**src/rtl/tagins_pkg.sv**
```systemverilog
// Package: shared helpers for the tag insertion unit.
// Assumes tags are small (2**TAG_W values) so a linear scan is cheap.
package tagins_pkg;

    // Return the first tag above t (wrapping) whose exclusion bit is clear;
    // returns t itself if only t is allowed, t if none are (caller filters).
    function automatic logic [3:0] next_allowed(input logic [3:0] t,
                                                input logic [15:0] ex);
        logic [3:0] r;
        logic [3:0] c;
        logic       found;
        r     = t;
        found = 1'b0;
        for (int i = 1; i <= 16; i++) begin
            c = t + i[3:0];
            if (!found && !ex[c]) begin
                r     = c;
                found = 1'b1;
            end
        end
        return r;
    endfunction

endpackage

```
**src/rtl/tagins_lfsr.sv**
```systemverilog
// Module: Fibonacci LFSR used as the random source.
// Advances one step when adv is high; load has priority and a zero load
// value is replaced by 1 so the register never locks at all zeros.
module tagins_lfsr #(
    parameter int          W     = 16,
    parameter logic [W-1:0] TAPS = 16'hB400,
    parameter logic [W-1:0] RST  = 16'hACE1
) (
    input  logic         clk,
    input  logic         rst_n,
    input  logic         adv,
    input  logic         load,
    input  logic [W-1:0] load_val,
    output logic [W-1:0] state
);
    localparam logic [W-1:0] ONE = W'(1);

    logic         fb;
    logic [W-1:0] safe_load;

    // Feedback bit from the tapped positions.
    always_comb fb = ^(state & TAPS);

    // Zero-seed substitution.
    always_comb safe_load = (load_val == '0) ? ONE : load_val;

    // State register: reset, seed load, or shift.
    always_ff @(posedge clk) begin
        if (!rst_n)
            state <= RST;
        else if (load)
            state <= safe_load;
        else if (adv)
            state <= {state[W-2:0], fb};
    end
endmodule

```
**src/rtl/tagins_free_pick.sv**
```systemverilog
// Module: free-random tag choice.
// Takes a raw random draw; if it is excluded, moves upward to the first
// allowed value. Fully excluded set yields zero. Purely combinational.
module tagins_free_pick #(
    parameter int TAG_W = 4,
    localparam int NT   = 1 << TAG_W
) (
    input  logic [TAG_W-1:0] draw,
    input  logic [NT-1:0]    ex,
    output logic [TAG_W-1:0] tag
);
    import tagins_pkg::*;

    // Select draw, its next allowed neighbour, or zero.
    always_comb begin
        if (&ex)
            tag = '0;
        else if (ex[draw])
            tag = next_allowed(draw, ex);
        else
            tag = draw;
    end
endmodule

```
**src/rtl/tagins_seq_pick.sv**
```systemverilog
// Module: sequential tag choice from a start value plus a random offset.
// Builds an unrolled chain of NT-1 "next allowed" stages; stage k steps
// only when k <= offset. Zero offset with an excluded start takes one step.
module tagins_seq_pick #(
    parameter int TAG_W = 4,
    localparam int NT   = 1 << TAG_W
) (
    input  logic [TAG_W-1:0] start,
    input  logic [TAG_W-1:0] offset,
    input  logic [NT-1:0]    ex,
    output logic [TAG_W-1:0] tag
);
    import tagins_pkg::*;

    logic [TAG_W-1:0] chain [NT];

    // Stage 0: fix up an excluded start when the offset is zero.
    always_comb begin
        if (offset == '0 && ex[start])
            chain[0] = next_allowed(start, ex);
        else
            chain[0] = start;
    end

    // Stages 1..NT-1: conditional steps to the next allowed value.
    for (genvar k = 1; k < NT; k++) begin : g_step
        always_comb begin
            if (32'(offset) >= k)
                chain[k] = next_allowed(chain[k-1], ex);
            else
                chain[k] = chain[k-1];
        end
    end

    // Final choice; fully excluded set yields zero.
    always_comb tag = (&ex) ? '0 : chain[NT-1];
endmodule

```
**src/rtl/tag_insert_unit.sv**
```systemverilog
// Module: random address tag insertion unit (top).
// Merges the exclusion sources, picks a tag by the selected policy, writes
// it into the tag field of the address and registers the result (1 cycle).
// Assumes the caller holds the configuration inputs valid with req_valid.
module tag_insert_unit #(
    parameter int ADDR_W  = 64,
    parameter int TAG_W   = 4,
    parameter int TAG_LSB = 56,
    parameter int LFSR_W  = 16,
    localparam int NT     = 1 << TAG_W,
    localparam int TAG_MSB = TAG_LSB + TAG_W - 1
) (
    input  logic              clk,
    input  logic              rst_n,
    input  logic              req_valid,
    input  logic [ADDR_W-1:0] req_addr,
    input  logic [ADDR_W-1:0] req_excl,
    input  logic [NT-1:0]     cfg_excl_mask,
    input  logic              cfg_seq_mode,
    input  logic              cfg_tag_en,
    input  logic              seed_we,
    input  logic [LFSR_W-1:0] seed_lfsr,
    input  logic [TAG_W-1:0]  seed_tag,
    output logic              rsp_valid,
    output logic [ADDR_W-1:0] rsp_data
);
    logic [NT-1:0]     eff_ex;
    logic [LFSR_W-1:0] lfsr_state;
    logic [TAG_W-1:0]  rnd;
    logic [TAG_W-1:0]  last_tag;
    logic [TAG_W-1:0]  free_tag;
    logic [TAG_W-1:0]  seq_tag;
    logic [TAG_W-1:0]  sel_tag;
    logic [ADDR_W-1:0] merged;
    logic              take;
    logic              unused_excl_hi;
    logic              unused_lfsr_hi;

    // Combine the per-request and configured exclusion sets.
    always_comb eff_ex = req_excl[NT-1:0] | cfg_excl_mask;

    // Bits that play no part in the choice.
    always_comb unused_excl_hi = ^req_excl[ADDR_W-1:NT];
    always_comb unused_lfsr_hi = ^lfsr_state[LFSR_W-1:TAG_W];

    // An enabled request consumes randomness and may update state.
    always_comb take = req_valid && cfg_tag_en;

    always_comb rnd = lfsr_state[TAG_W-1:0];

    tagins_lfsr #(.W(LFSR_W)) u_lfsr (
        .clk      (clk),
        .rst_n    (rst_n),
        .adv      (take),
        .load     (seed_we),
        .load_val (seed_lfsr),
        .state    (lfsr_state)
    );

    tagins_free_pick #(.TAG_W(TAG_W)) u_free (
        .draw (rnd),
        .ex   (eff_ex),
        .tag  (free_tag)
    );

    tagins_seq_pick #(.TAG_W(TAG_W)) u_seq (
        .start  (last_tag),
        .offset (rnd),
        .ex     (eff_ex),
        .tag    (seq_tag)
    );

    // Policy and enable select the inserted tag.
    always_comb begin
        if (!cfg_tag_en)
            sel_tag = '0;
        else if (cfg_seq_mode)
            sel_tag = seq_tag;
        else
            sel_tag = free_tag;
    end

    // Replace only the tag field of the address.
    always_comb begin
        merged                  = req_addr;
        merged[TAG_MSB:TAG_LSB] = sel_tag;
    end

    // Output register and stored-tag register.
    always_ff @(posedge clk) begin
        if (!rst_n) begin
            rsp_valid <= 1'b0;
            rsp_data  <= '0;
            last_tag  <= '0;
        end else begin
            rsp_valid <= req_valid;
            if (req_valid)
                rsp_data <= merged;
            if (seed_we)
                last_tag <= seed_tag;
            else if (take && cfg_seq_mode)
                last_tag <= seq_tag;
        end
    end
endmodule

```
**config.mk**
```make
export PLATFORM = sky130hd
export DESIGN_NAME = tag_insert_unit
export DESIGN_NICKNAME = d
export VERILOG_FILES = /design/src/rtl/tagins_pkg.sv /design/src/rtl/tagins_lfsr.sv /design/src/rtl/tagins_free_pick.sv /design/src/rtl/tagins_seq_pick.sv /design/src/rtl/tag_insert_unit.sv
export SDC_FILE = /design/constraint.sdc
export NUM_CORES = 2
export LEC_CHECK = 0
export ABC_CLOCK_PERIOD_IN_PS = 79800
export BUFFER_PORTS_ARGS = -buffer_cell sky130_fd_sc_hd__clkbuf_2
export CORE_ASPECT_RATIO = 1.5
export CORE_UTILIZATION = 40
export DETAILED_ROUTE_END_ITERATION = 16
export HOLD_SLACK_MARGIN = 0.06
export REMOVE_ABC_BUFFERS = 1
export SYNTH_ARGS = -nofsm -noshare
export SYNTH_HDL_FRONTEND = slang
export SYNTH_HIERARCHICAL = 1
export SYNTH_SLANG_ARGS = --single-unit
export TNS_END_PERCENT = 1
```
**constraint.sdc**
```tcl
create_clock -name clk -period 79.8 [get_ports clk]
set_input_delay 3.99 -clock clk [delete_from_list [all_inputs] [get_ports clk]]
set_output_delay 3.99 -clock clk [all_outputs]
set_load 0.01 [all_outputs]
```
==> metrics.txt <==
Top-Level Pins 235; synthesized area 55200 µm²; depth of the most critical reg-to-reg path 203; number of flops mapped to enable cells by yosys 0; final routed DRC violation total 0; H-tree levels 3; final number of max-transition violations 0; setup total negative slack 0 ns; via count 65100; Cell variety after synth 176; class of the worst hold path reg2reg; number of clock buffers inserted by TritonCTS 9; CTS tree yes; Final Net Count 7433; number of antenna violations at the first check in global routing 9; Max FO, Critical Path 66; maximum root-to-sink buffer count 2; predominant post-synthesis flop cell sky130_fd_sc_hd__dfxtp_1; share of post-route cells with drive strength above 1 0.167; largest net degree at the start of global routing 78; clock transition at the register clock pins on the worst setup and hold paths after CTS 0.07 ns; R2R Path Start last_tag[0]; flops & latches, synth 85; Synth-to-Final Area Change 3.06%; cts-stage hold buffer count 0; placeable core region 137000 µm²; total number of placement rows 166; effective utilization at floorplan 0.404; final hold violation count 0; setup skew after layout 0.0101 ns; kind of critical path in2reg; via count of the first global-routing pass 62300; via density per instance 7.28; worst-margin pin slew 1.24 ns; Worst path max stage delay 0.90 ns; share of the yosys chip area belonging to registers 0.0308; library cell with the highest instance count after synthesis sky130_fd_sc_hd__nand2_1; wire length of the first global-routing pass 377 mm; outcome completed; fraction of registers with async set or reset after synthesis 0; detailed-router iteration count before antenna repair 9; most numerous cell on the critical path sky130_fd_sc_hd__buf_4; post-synthesis area per instance 7.52 µm²; proportion of netlist area held by the largest area contributor 0.115; input/output buffers 182; Crit Reg-Reg Endpoint rsp_data[58]; gate count of the mapped netlist 7350; final global-route overflow total 0; Final min period 74.16 ns; final weighted congestion in routability-driven placement 1.02; warnings from Yosys 6; max capacitance violation total 0; latest clock arrival within the worst-skew pair 0.36 ns; postcts setup bufs 0; Worst EP required 80.10 ns; violation count after the first detailed-routing iteration 7359; headroom to the max-slew limit 0.163; drt wl/cell 27.9 µm; CP max stage cell sky130_fd_sc_hd__or4_1; Die X 305 µm; endpoint arrival time on the critical path 74.46 ns; Worst R2R Setup Slack 8.04 ns; category of the worst setup path launch point input port; die boundary height 457 µm; Setup-failing EPs final 0; biggest area contributors in the synthesized netlist sky130_fd_sc_hd__mux4_2, sky130_fd_sc_hd__mux2i_1, sky130_fd_sc_hd__nand2_1; largest area contributor in the netlist sky130_fd_sc_hd__mux4_2; Detailed Route WL 249 mm; most numerous cell types in the synthesized netlist sky130_fd_sc_hd__nand2_1, sky130_fd_sc_hd__nor2_1, sky130_fd_sc_hd__mux2i_1, sky130_fd_sc_hd__a21oi_1, sky130_fd_sc_hd__o21ai_0; Sinks on Clock Net 85; crit path capture type flip-flop; Root Buffer Master sky130_fd_sc_hd__clkbuf_16; CTS resizes 0; final worst path period share 0.929; origin of the worst setup path cfg_excl_mask[13]; die footprint 140000 µm²; global routing usage summed across all routing layers 0.338; count of antenna-violating nets left after detailed routing 0; unrepaired setup endpoints after global routing false; estimated wirelength of the detail-placed design 179 mm; timing endpoint of the critical path rsp_data[58]; highest clock frequency the design can meet 13.5 MHz
cells by family (layout without fill, tap and decap cells):
group	after synthesis	after routing	share of synthesized area
compound gates	2597	2597	0.348
xor+xnor	155	155	0.0297
fa+ha+maj	92	92	0.0208
buf+inv	851	676	0.0828
flops	85	85	0.0308
mux	976	976	0.247
other cells	0	6	0
simple gates	2594	2594	0.241
worst max-delay path, delay by kind of cell:
family                     cells  cell delay, ns
AOI/OAI and AO/OA             66           20.93
xor gates and xnor gates       6            1.25
adders and majority gates     15            8.66
buffers and inverters         37           11.23
muxes                         19            7.16
and+or+nand+nor               60           20.75
flip-flops by register name (all words and copies together) (netlist names):
signal / flops
rsp_data: 64
u_lfsr/state: 16
last_tag: 4
rsp_valid: 1
worst min path at each step:
stage	startpoint	endpoint	cells after the start
after global routing	last_tag[3]	last_tag[3]	2
after global placement	last_tag[3]	last_tag[3]	2
final	last_tag[3]	last_tag[3]	2
after CTS	last_tag[3]	last_tag[3]	2
after detailed placement	last_tag[3]	last_tag[3]	2
after floorplan	u_lfsr/state[5]	u_lfsr/state[5]	3
stage by stage:
| step | cells | setup slack, ns | util | hold WS (ns) | instance area (µm²) |
|---|---|---|---|---|---|
| 6_report | 8945 | 5.64 | 0.417 | 0.464 | 56900 |
| 5_1_grt | 8943 | 2.05 | 0.417 | 0.495 | 56900 |
| 4_1_cts | 8939 | 7.28 | 0.416 | 0.464 | 56900 |
| 3_5_place_dp | 8924 | 7.09 | 0.414 | 0.455 | 56600 |
| 3_3_place_gp | 8924 | 7.57 | 0.414 | 0.440 | 56600 |
| 2_1_floorplan | 6751 | 5.69 | - | 0.537 | 51600 |
placed cells by master, fill, tap and decap left out, types with 56 or more instances in the layout:
cell type	n
sky130_fd_sc_hd__nand2_1	642
sky130_fd_sc_hd__nor2_1	538
sky130_fd_sc_hd__mux2i_1	508
sky130_fd_sc_hd__a21oi_1	427
sky130_fd_sc_hd__o21ai_0	344
sky130_fd_sc_hd__mux4_2	281
sky130_fd_sc_hd__nand3_1	266
sky130_fd_sc_hd__buf_4	228
sky130_fd_sc_hd__nor3_1	221
sky130_fd_sc_hd__clkbuf_2	181
sky130_fd_sc_hd__inv_1	177
sky130_fd_sc_hd__a211oi_1	141
sky130_fd_sc_hd__mux2_2	123
sky130_fd_sc_hd__nand4_1	119
sky130_fd_sc_hd__o211ai_1	118
sky130_fd_sc_hd__xnor2_1	106
sky130_fd_sc_hd__o21ai_1	104
sky130_fd_sc_hd__and2_1	98
sky130_fd_sc_hd__nor2b_1	97
sky130_fd_sc_hd__o2111ai_1	96
sky130_fd_sc_hd__ha_1	92
sky130_fd_sc_hd__nand2b_1	90
sky130_fd_sc_hd__a31oi_1	89
sky130_fd_sc_hd__a21o_1	88
sky130_fd_sc_hd__dfxtp_1	81
sky130_fd_sc_hd__a22oi_1	77
sky130_fd_sc_hd__and3_1	77
sky130_fd_sc_hd__nor4_1	74
sky130_fd_sc_hd__o21a_1	70
sky130_fd_sc_hd__o22ai_1	69
sky130_fd_sc_hd__o221ai_1	56
layer usage:
| metal | track usage | part of all wire | up-vias |
|---|---|---|---|
| met5 | 0 | 0.00019 | - |
| met1 | 0.381 | 0.36 | 31400 |
| met4 | 0.244 | 0.081 | 6 |
| met2 | 0.577 | 0.47 | 3848 |
| li1 | - | - | 28800 |
| met3 | 0.0537 | 0.089 | 1054 |
area by class of cell:
cell class | count | area, µm²
repair buffers | 409 | 2620
inverters | 252 | 973
diodes | 6 | 15.0
clock inverters | 5 | 82.6
flip-flops and latches | 85 | 1710
fillers | 14100 | 79700
well taps | 1764 | 2210
multi-input cells | 6414 | 49100
clock buffers | 10 | 229
Power is left out: the tool's default activity adds up to more than one toggle a clock period on the data nets, which glitch-free logic cannot reach.
